<file path="src/rtl/vcr_pkg.sv">
package vcr_pkg;
    timeunit 1ns;
    timeprecision 1ps;

    localparam int WORD_W = 10;
    localparam int BAND_W = 2;   // low bits ignored by 8-bit style codes

    typedef logic [WORD_W-1:0] word_t;

    localparam word_t CODE_HI        = {WORD_W{1'b1}};
    localparam word_t CODE_LO        = '0;
    localparam word_t LEGAL_CEIL     = CODE_HI - word_t'((1 << BAND_W));
    localparam word_t LEGAL_FLOOR    = word_t'((1 << BAND_W));

    typedef enum logic [1:0] {
        PRE_NONE   = 2'd0,
        PRE_TIMING = 2'd1,
        PRE_ANC    = 2'd2
    } pre_kind_e;

    typedef struct packed {
        word_t word;
        logic  act;
        logic  pre;
        logic  vld;
    } slot_t;

    function automatic logic in_hi_band(word_t w);
        return w[WORD_W-1:BAND_W] == {(WORD_W-BAND_W){1'b1}};
    endfunction

    function automatic logic in_lo_band(word_t w);
        return w[WORD_W-1:BAND_W] == '0;
    endfunction
endpackage

</file>
<file path="src/rtl/vcr_preamble_detect.sv">
module vcr_preamble_detect
    import vcr_pkg::*;
(
    input  word_t     oldest,
    input  word_t     middle,
    input  word_t     newest,
    input  logic      armed,
    output pre_kind_e kind,
    output word_t     fix_old,
    output word_t     fix_mid,
    output word_t     fix_new
);
    timeunit 1ns;
    timeprecision 1ps;

    logic timing_shape;
    logic anc_shape;

    always_comb begin
        timing_shape = in_hi_band(oldest) && in_lo_band(middle) && in_lo_band(newest);
        anc_shape    = in_lo_band(oldest) && in_hi_band(middle) && in_hi_band(newest);
        kind    = PRE_NONE;
        fix_old = oldest;
        fix_mid = middle;
        fix_new = newest;
        if (armed && timing_shape) begin
            kind    = PRE_TIMING;
            fix_old = CODE_HI;
            fix_mid = CODE_LO;
            fix_new = CODE_LO;
        end else if (armed && anc_shape) begin
            kind    = PRE_ANC;
            fix_old = CODE_LO;
            fix_mid = CODE_HI;
            fix_new = CODE_HI;
        end
    end
endmodule

</file>
<file path="src/rtl/vcr_code_clamp.sv">
module vcr_code_clamp
    import vcr_pkg::*;
(
    input  logic  clk,
    input  logic  rst,
    input  logic  en,
    input  logic  act,
    input  logic  pre,
    input  word_t word_i,
    output word_t word_o
);
    timeunit 1ns;
    timeprecision 1ps;

    always_comb begin
        word_o = word_i;
        if (en && act && !pre) begin
            if (in_hi_band(word_i))
                word_o = LEGAL_CEIL;
            else if (in_lo_band(word_i))
                word_o = LEGAL_FLOOR;
        end
    end


    clamp_range_chk: assert property (@(posedge clk) disable iff (rst)
        (en && act && !pre) |-> (word_o >= LEGAL_FLOOR && word_o <= LEGAL_CEIL));


    blank_pass_chk: assert property (@(posedge clk) disable iff (rst)
        (!act && !pre) |-> (word_o == word_i));
endmodule

</file>
<file path="src/rtl/video_code_remap.sv">
module video_code_remap
    import vcr_pkg::*;
(
    input  logic                clk,
    input  logic                rst,
    input  logic                in_valid,
    input  logic [WORD_W-1:0]   in_word,
    input  logic                in_active,
    input  logic                remap_dis,
    output logic                out_valid,
    output logic [WORD_W-1:0]   out_word
);
    timeunit 1ns;
    timeprecision 1ps;

    localparam int SLOTS = 2;   // held words ahead of the output register

    slot_t     slot_q [SLOTS];  // index 0 newest, SLOTS-1 oldest
    slot_t     leave_s;
    slot_t     shift_s [SLOTS];
    pre_kind_e kind;
    word_t     fix_old, fix_mid, fix_new;
    word_t     clamped;
    logic      en, hit, emit;

    assign en   = !remap_dis;
    assign emit = in_valid && slot_q[SLOTS-1].vld;

    vcr_preamble_detect u_detect (
        .oldest  (slot_q[1].word),
        .middle  (slot_q[0].word),
        .newest  (in_word),
        .armed   (en && slot_q[1].vld && slot_q[0].vld),
        .kind    (kind),
        .fix_old (fix_old),
        .fix_mid (fix_mid),
        .fix_new (fix_new)
    );

    assign hit = (kind != PRE_NONE);

    always_comb begin
        leave_s      = slot_q[1];
        leave_s.word = fix_old;
        leave_s.pre  = slot_q[1].pre || hit;

        shift_s[0]      = '{word: fix_new, act: in_active, pre: hit, vld: 1'b1};
        shift_s[1]      = slot_q[0];
        shift_s[1].word = fix_mid;
        shift_s[1].pre  = slot_q[0].pre || hit;
    end

    vcr_code_clamp u_clamp (
        .clk    (clk),
        .rst    (rst),
        .en     (en),
        .act    (leave_s.act),
        .pre    (leave_s.pre),
        .word_i (leave_s.word),
        .word_o (clamped)
    );

    for (genvar gi = 0; gi < SLOTS; gi++) begin : g_slot
        always_ff @(posedge clk) begin
            if (rst)
                slot_q[gi] <= '0;
            else if (in_valid)
                slot_q[gi] <= shift_s[gi];
        end
    end

    always_ff @(posedge clk) begin
        if (rst) begin
            out_valid <= 1'b0;
            out_word  <= '0;
        end else begin
            out_valid <= emit;
            if (emit)
                out_word <= clamped;
        end
    end


    reset_quiet_chk: assert property (@(posedge clk) rst |=> !out_valid);


    bubble_novalid_chk: assert property (@(posedge clk) disable iff (rst)
        !in_valid |=> !out_valid);


    bubble_hold_chk: assert property (@(posedge clk) disable iff (rst)
        !in_valid |=> ($stable(slot_q[0]) && $stable(slot_q[1])));


    bypass_pass_chk: assert property (@(posedge clk) disable iff (rst)
        (in_valid && remap_dis && slot_q[1].vld && !slot_q[1].pre)
        |=> (out_valid && out_word == $past(slot_q[1].word)));


    timing_fix_chk: assert property (@(posedge clk) disable iff (rst)
        (in_valid && kind == PRE_TIMING)
        |=> (out_valid && out_word == CODE_HI && slot_q[1].word == CODE_LO
             && slot_q[0].word == CODE_LO));


    anc_fix_chk: assert property (@(posedge clk) disable iff (rst)
        (in_valid && kind == PRE_ANC)
        |=> (out_valid && out_word == CODE_LO && slot_q[1].word == CODE_HI
             && slot_q[0].word == CODE_HI));
endmodule

</file>
<file path="config.mk">
export PLATFORM = sky130hd
export DESIGN_NAME = video_code_remap
export DESIGN_NICKNAME = d
export VERILOG_FILES = /design/src/rtl/vcr_pkg.sv /design/src/rtl/vcr_preamble_detect.sv /design/src/rtl/vcr_code_clamp.sv /design/src/rtl/video_code_remap.sv
export SDC_FILE = /design/constraint.sdc
export NUM_CORES = 1
export LEC_CHECK = 0
export ABC_CLOCK_PERIOD_IN_PS = 5750
export BUFFER_PORTS_ARGS = -buffer_cell sky130_fd_sc_hd__buf_2
export CORE_MARGIN = 2
export CORE_UTILIZATION = 45
export CTS_CLUSTER_DIAMETER = 40
export CTS_CLUSTER_SIZE = 8
export DETAILED_ROUTE_END_ITERATION = 10
export PLACE_DENSITY = 0.63
export RECOVER_POWER = 100
export SKIP_LAST_GASP = 1
export SYNTH_ARGS = -nofsm -noshare
export SYNTH_HDL_FRONTEND = slang
export SYNTH_SLANG_ARGS = --single-unit
</file>
<file path="constraint.sdc">
create_clock -name clk -period 5.75 [get_ports clk]
set_clock_uncertainty 0.15 [all_clocks]
set_input_delay 1.4375 -clock clk [delete_from_list [all_inputs] [get_ports clk]]
set_output_delay 1.4375 -clock clk [all_outputs]
set_load 0.005 [all_outputs]
</file>
# Word level (Yosys, flattened, before mapping)
# Memories as Yosys holds them, arrays and structs flattened.
# Index checks and enable logic that the tools add are counted.
[op_classes]
mux = 18
n_bitwise = 2
eq_ne = 4
n_reduce_logical = 20
[op_table]
columns = ["op", "n"]
rows = [
  ["two-way mux 10 bit", 9],
  ["== test 8 bit, second input constant", 4],
  ["zero test 8 bit", 4],
  ["two-way mux 13 bit", 2],
  ["logical AND 1 bit", 11],
  ["two-way mux 1 bit", 5],
  ["two-way mux 2 bit", 2],
  ["zero test 1 bit", 2],
  ["logical OR 1 bit", 2],
  ["bitwise OR 1 bit", 2],
  ["nonzero test 2 bit", 1],
]
[word_totals]
ram_bits = 26
in_bits = 15
elab_cells = 47
out_inout_bits = 11
reg_bits = 11
mem_count = 1
[memory_table]
columns = ["memory", "words", "word_bits", "read_ports", "rd_clocked_by_memory_dff", "wr", "line", "text"]
rows = [
  ["slot_q", 2, 13, 2, 0, 2, "video_code_remap.sv:18", "slot_t slot_q [SLOTS];"],
]

# Depth between registers and ports, before layout
# Gate-level depths: netlist (run 1).
# An unclocked memory read counts as a cell.
[depth]
depth_word = 12
ltp_mapped = 6
depth_no_buf = 5

# Modules after synthesis
# A second synthesis (run 1) with hierarchy kept.
[unflattened]
cells_unflattened = 177
hier_area_um2 = 1844.3
[modules_own_cells]
columns = ["mod", "cells_per_inst", "instances", "seq_area_each_um2", "area_per_inst_um2"]
rows = [
  ["video_code_remap", 106, 1, 1001.0, 1441.4],
  ["vcr_preamble_detect", 53, 1, 0.0, 297.8],
  ["vcr_code_clamp", 18, 1, 0.0, 105.1],
]

# Worst setup path after synthesis (run 1)
# Ideal clock, no wire load.
[synth_timing]
path_kind = "input -> register"
startpoint = "input port in_word[6]"
endpoint = "memory slot_q[0][10] (netlist bit), data pin"
setup_slack_ps = 2383
required_ps = 5345
t_arrival_ps = 2962
path_buffers = 2
cell_stages = 5
setup_time_ps = 255
cell_sequence = "or4_1 or4_1 clkbuf_1 clkbuf_1 and3_1"
[synth_lines]
columns = ["element", "line", "text"]
rows = [
  ["from (decl)", "video_code_remap.sv:7", "input logic [WORD_W-1:0] in_word,"],
  ["to (decl)", "video_code_remap.sv:18", ""],
]

==> out/results.txt, run 1 <==
Max FO, Critical Path: 26
Avg Cell Area, Syn: 11.40 µm²
Seq/Total Area, Yosys: 61.82%
Placed Cells: 206
Async S/R FF share, synth: 0%
Worst Setup Slack, final: 2.375 ns
RSZ-0062 raised after global routing: false
Antenna violations before repair: 0
# fillers: 321
CTS Buf Count: 5
Main synth FF type: edfxtp_1
CTS sink cnt: 37
Fmax: 0.2963 GHz
Setup crit start kind: input pin
Remaining global-route overflow: 0
Register Area: 0.001001 mm²
Tot GR Track Use: 16.38%
Antenna-violating nets left: 0
# DRC: 0
Core Region: 0.003390 mm²
Core Util, Final: 53.71%
DP Area: 0.001772 mm²
VDD IR max: 0.0001554 V
Critical-path cell list: clkbuf_1 -> or2_0
CP startpoint: rst
Fin crit share: 58.70%
Slew @ Worst Pin: 1.733 ns
Syn nets: 157
Warnings from Yosys: 0
Levels on crit path: 2
Resized cells post-CTS: 0
WHS: 0.3063 ns
Initial DRT Pass Iterations: 4
FF-to-FF End: out_word[2]
# hold bufs at CTS: 0
Largest net degree at the start of global routing: 27
Die X: 63.98 µm
Hold Path Stages: 2
Slew Viols, Final: 27
Crit path max-delay cell type: or2_0
DR vias/cell: 5.463
Clock transition at path regs: 0.10 ns
Top delay family on crit path: simple AND/OR/NAND/NOR gates
Slack of the worst reg-to-reg path: 2.96 ns
Worst setup EP type: register
Number of port buffers: 25
Final min period: 3.375 ns
Via count: 1169
Lkg Pwr: 0.7079 nW
Post-CTS setup buffers: 0
Final std cells w/o fill: 214
CP max stage delay: 1.34 ns
Max Cap Viol: 1
Antenna diode count: 0
CP Data Required Time: 5.55 ns
FP Rows: 21
Cell area after synthesis: 0.001619 mm²
Final hold violation count: 0
CTS root buf: clkbuf_4
GP Congestion: 0.7757
Clock latency on the worst-skew pair: 0.34 ns
FF-to-FF Start: slot_q[1][5]
Post-DP HPWL: 2.124 mm
WL/cell: 14.09 µm
Share of layout cells above drive strength 1: 19.64%
Crit Path Category: in -> reg
Number of I/O pins: 26
Final setup vio count: 0
Cell area after layout: 0.001821 mm²
Number of global-route vias before repair: 1110
Die H: 63.98 µm
CTS H-tree lvls: 2
Area of the multi-input gates: 580.6 µm²
Place WS: 2.160 ns
Hold Path Class: reg -> reg
Post-synth EDFFs: 26
Final TNS setup: 0 ns
Total power: 0.4889 mW
Slew headroom: -15.53%
Failing checks: capacitance limit, slew limit
Pwr Density: 268.5 mW/mm²
WP buf/inv: 1
Status: finished with violations
First-pass GRT wire length: 5.009 mm
CTS max path bufs: 2
R2R depth: 5
CP arrival: 3.17 ns
Wirelength, routed: 3.015 mm
Nets: 182
Initial DRC count: 59
Layout area overhead: 12.44%
Worst setup endpoint: slot_q[1][11]
Die area: 0.004093 mm²
Post-Syn Instances: 142
Initial Utilization: 47.77%
Synth cell types: 32
#FFs+latches synth: 37
CTS tree: done
==> layout by cell type (no fill, tap or decap), types with 5 or more instances in the layout <==
cell      netlist  layout
nand4_1         5       5
nand2_1        16      16
and3_1         16      16
nor2_1          9       9
dfxtp_1        11      11
edfxtp_1       26      26
a21oi_1         8       8
clkbuf_1        6       7
clkbuf_4        0       5
buf_2           0      20
==> state kept, by name (all words and copies together), names as in the netlist <==
name,cells
out_word,10
out_valid,1
slot_q,26
==> cell families (layout without fill, tap and decap cells) <==
logic type,count (synthesis),count (layout),share of synthesized area (%)
buffers and inverters,8,34,2.086
flip-flops,37,37,61.82
AO/OA/AOI/OAI,22,22,8.888
AND/OR/NAND/NOR,75,75,27.20
==> worst min path at each step <==
| stage | to | slack [ns] | start |
|---|---|---|---|
| 2_1_floorplan | out_word[3] | 0.30 | out_word[3] |
| 3_3_place_gp | out_word[6] | 0.29 | out_word[6] |
| 3_5_place_dp | out_word[3] | 0.29 | out_word[3] |
| 4_1_cts | out_word[3] | 0.31 | out_word[3] |
| 5_1_grt | out_word[8] | 0.34 | out_word[8] |
| 6_report | out_word[3] | 0.31 | out_word[3] |
==> worst reg2reg max path, stage by stage, from the launching register on <==
cell,delay (ns)
edfxtp_1,0.42
or4_4,0.57
or4_4,0.56
or4_4,0.53
a311o_1,0.36
o21ai_0,0.13
==> Yosys cell counts, types with 2 or more instances <==
cell       n  share of area, %
a21boi_0   2              0.93
a21oi_1    8               2.5
and2_1     5               1.9
and3_1    16               6.2
clkbuf_1   6               1.4
dfxtp_1   11                14
edfxtp_1  26                48
nand2_1   16               3.7
nand3b_1   2              0.93
nand4_1    5               1.9
nor2_1     9               2.1
nor3_1     3              0.93
nor4_1     4               1.5
o21a_1     4               1.9
o21ai_0    2              0.62
or3_1      2              0.77
or4_1      3               1.4
or4_4      4               2.8
==> power breakdown <==
group | total (mW) | leakage, nW | switching (mW) | internal (mW)
clock network | 0.144 | 0.0326 | 0.0835 | 0.0604
registers | 0.311 | 0.373 | 0.00868 | 0.302
logic | 0.0340 | 0.302 | 0.0190 | 0.0149
total | 0.489 | 0.708 | 0.111 | 0.378
==> area by class of cell <==
class	instances	share of cell area [%]
clock buffers	8	3.230
inverters	1	0.2062
multi-input cells	97	31.89
flip-flops and latches	37	54.98
well taps	46	3.162
repair buffers	25	6.529
==> metal layers <==
layer / vias up / track usage [%] / wire [µm]
met5: - / 0 / 0
met4: 0 / 5.707 / 48
met3: 6 / 5.986 / 194
met2: 38 / 26.56 / 1446
met1: 541 / 20.05 / 1325
li1: 584 / - / -
Power figures use the tool's default switching activity.
==> inputs of run 2 (changes only) <==
--- a/config.mk
+++ b/config.mk
@@ -5,14 +5,15 @@
 export SDC_FILE = /design/constraint.sdc
 export NUM_CORES = 1
 export LEC_CHECK = 0
-export ABC_CLOCK_PERIOD_IN_PS = 5750
+export ABC_AREA = 1
+export ABC_CLOCK_PERIOD_IN_PS = 2900
 export BUFFER_PORTS_ARGS = -buffer_cell sky130_fd_sc_hd__buf_2
 export CORE_MARGIN = 2
 export CORE_UTILIZATION = 45
 export CTS_CLUSTER_DIAMETER = 40
 export CTS_CLUSTER_SIZE = 8
 export DETAILED_ROUTE_END_ITERATION = 10
-export PLACE_DENSITY = 0.63
+export PLACE_DENSITY = 0.65
 export RECOVER_POWER = 100
 export SKIP_LAST_GASP = 1
 export SYNTH_ARGS = -nofsm -noshare
==> constraint.sdc (replaced) <==
create_clock -name clk -period 2.9 [get_ports clk]
set_clock_uncertainty 0.15 [all_clocks]
set_input_delay 0.725 -clock clk [delete_from_list [all_inputs] [get_ports clk]]
set_output_delay 0.725 -clock clk [all_outputs]
set_load 0.005 [all_outputs]
==> run 2 against run 1 <==
Effect of this change:
- the flow now finishes without violations
- worst setup slack got worse by 1.7 ns
- clock power rose to 2.9 times the previous value
- wire length rose by 6.4%
- sequential cell count did not move
- critical path depth rose by 8
- worst hold slack improved by 0.030 ns
- via count rose by 19%
- sequential power rose by 100%
- final cell count rose by 43%
- largest power group unchanged
==> out/results.txt, run 2 <==
Clock transition at path regs: 0.07 ns
Register Area: 0.001001 mm²
CTS max path bufs: 2
DR vias/cell: 4.570
# hold bufs at CTS: 0
Slew headroom: 57.68%
Lkg Pwr: 0.9339 nW
Setup crit start kind: input pin
Syn nets: 240
CTS tree: done
WHS: 0.3365 ns
Initial DRT Pass Iterations: 4
Number of global-route vias before repair: 1310
Initial Utilization: 47.89%
Final min period: 2.236 ns
Final hold violation count: 0
WP buf/inv: 3
Crit Path Category: in -> reg
Layout area overhead: 14.58%
FF-to-FF Start: slot_q[1][5]
Final TNS setup: 0 ns
#FFs+latches synth: 37
Resized cells post-CTS: 0
R2R depth: 8
Synth cell count leaders: nor2_1 (59), nand2_1 (47), inv_1 (38)
Share of layout cells above drive strength 1: 11.67%
Worst Setup Slack, final: 0.6639 ns
Number of port buffers: 25
FF-to-FF End: slot_q[1][3]
Most frequent cells in the layout: nor2_1 (61), nand2_1 (48), inv_1 (38), edfxtp_1 (26), buf_2 (18)
Clock latency on the worst-skew pair: 0.28 ns
Cell area after synthesis: 0.001793 mm²
Place WS: 0.5689 ns
Pwr Density: 556.1 mW/mm²
Largest net degree at the start of global routing: 27
FP Rows: 22
Commonest non-fill, non-tap cell in the layout: nor2_1
Avg Cell Area, Syn: 7.969 µm²
Yosys top cell area share: 43.55%
Largest Register: slot_q
# fillers: 394
Top delay family on crit path: simple AND/OR/NAND/NOR gates
Via count: 1394
Post-Syn Instances: 225
Status: complete, no violations
Post-synth EDFFs: 26
Most frequent cell after synthesis: nor2_1
Slack of the worst reg-to-reg path: 0.75 ns
VDD IR max: 0.0003107 V
Hold Path Class: reg -> reg
RSZ-0062 raised after global routing: false
CP Data Required Time: 2.77 ns
First-pass GRT wire length: 5.526 mm
Warnings from Yosys: 0
Slew @ Worst Pin: 0.6348 ns
Crit path top cell by count: nand2_1
Post-CTS setup buffers: 0
Post-DP HPWL: 2.406 mm
GP Congestion: 0.8939
Wirelength, routed: 3.209 mm
Biggest registers after layout: slot_q: 26 flops, out_word: 10 flops, out_valid: 1 flops
Die X: 67.12 µm
Main synth FF type: edfxtp_1
Endpoint, Worst Hold: out_word[2]
# DRC: 0
CP arrival: 2.11 ns
Hold Path Stages: 2
CTS H-tree lvls: 2
CTS sink cnt: 37
Worst setup EP type: register
Seq/Total Area, Yosys: 55.83%
Max Cap Viol: 0
CTS Buf Count: 5
Crit path max-delay cell type: clkbuf_1
Fin crit share: 77.11%
Largest register FFs: 26
CTS root buf: clkbuf_8
CP max stage delay: 0.37 ns
Initial DRC count: 47
Synth cell types: 20
Total power: 1.143 mW
Hold_sp: out_word[2]
Async S/R FF share, synth: 0%
Antenna violations before repair: 0
Synth area leader: edfxtp_1
Number of I/O pins: 26
Nets: 271
WL/cell: 10.52 µm
Critical-path cell list: clkbuf_1 -> nor2_1 -> nand2_1 -> inv_1 -> nand2_1 -> nor2_2 -> nand2_1 -> nand2_1 -> clkbuf_1 -> nor2_1
Core Region: 0.003744 mm²
Antenna-violating nets left: 0
Slew Viols, Final: 0
Fmax: 0.4472 GHz
Die area: 0.004505 mm²
Antenna diode count: 0
Die H: 67.12 µm
Final setup vio count: 0
Remaining global-route overflow: 0
Area of the multi-input gates: 606.8 µm²
Max FO, Critical Path: 11
Tot GR Track Use: 16.71%
Dominant cells by area after synthesis: edfxtp_1 (44%), nor2_1 (12%), dfxtp_1 (12%), nand2_1 (9.8%), inv_1 (8.0%)
[run 2: cell types whose count changed after synthesis, sizes merged, moves of 3 or more]
cell,change
or4,-7
clkbuf,-6
nand4,-3
nor2,+54
nor4,-4
and3,-16
and2,-5
nand2,+32
o21a,-4
nand3,+11
inv,+37
o21ai,+6
[run 2: tightest hold or removal path: stages (launching register included)]
cell and delay, ns:
dfxtp_1 0.32, nand2_1 0.08, a21oi_2 0.05
[run 2: cell families (layout without fill, tap and decap cells)]
| logic type | Yosys count | after routing | share of synthesized area [%] |
|---|---|---|---|
| simple gates | 127 | 127 | 29.38 |
| buf+inv | 43 | 75 | 9.352 |
| flops | 37 | 37 | 55.83 |
| compound gates | 18 | 18 | 5.443 |
[run 2: worst max-delay path by stage]
| stage | from | depth (start not counted) | end | slack (ns) |
|---|---|---|---|---|
| after global placement | in_word[5] | 10 | slot_q[0][11] | 0.60 |
| after detailed placement | in_word[5] | 10 | slot_q[1][3] | 0.57 |
| final | in_word[5] | 10 | slot_q[1][3] | 0.66 |
| after global routing | in_word[5] | 10 | slot_q[1][3] | 0.42 |
| after floorplan | rst | 2 | slot_q[0][0] | 0.99 |
| after CTS | in_word[5] | 10 | slot_q[1][3] | 0.85 |
[run 2: layer usage]
layer	global-route usage [%]	up-vias	share of wire (%)
met5	0	-	0
met4	6.888	0	0.84
met3	4.054	2	5.2
met2	28.22	34	46
met1	20.34	599	48
li1	-	759	-
[run 2: where the power goes]
group	internal (mW)	switching, mW	total [mW]
Sequential	0.601	0.0203	0.621
Combinational	0.0358	0.0646	0.100
Clock	0.246	0.175	0.421
[run 2: layout make-up]
cell class              count  share of cell area (%)
well taps                  48                   2.923
flip-flops and latches     37                   48.72
inverters                  40                   7.308
clock buffers               8                   5.420
multi-input cells         145                   29.54
repair buffers             27                   6.090
[run 2: per-stage QoR]
step                cell area [µm²]  std cells  utilization [%]
finish                         2054        305            54.88
global placement               1976        297            52.77
CTS                            2087        305            55.75
floorplan                      1793        225                -
global route                   2054        305            54.88
detailed placement             1976        297            52.77
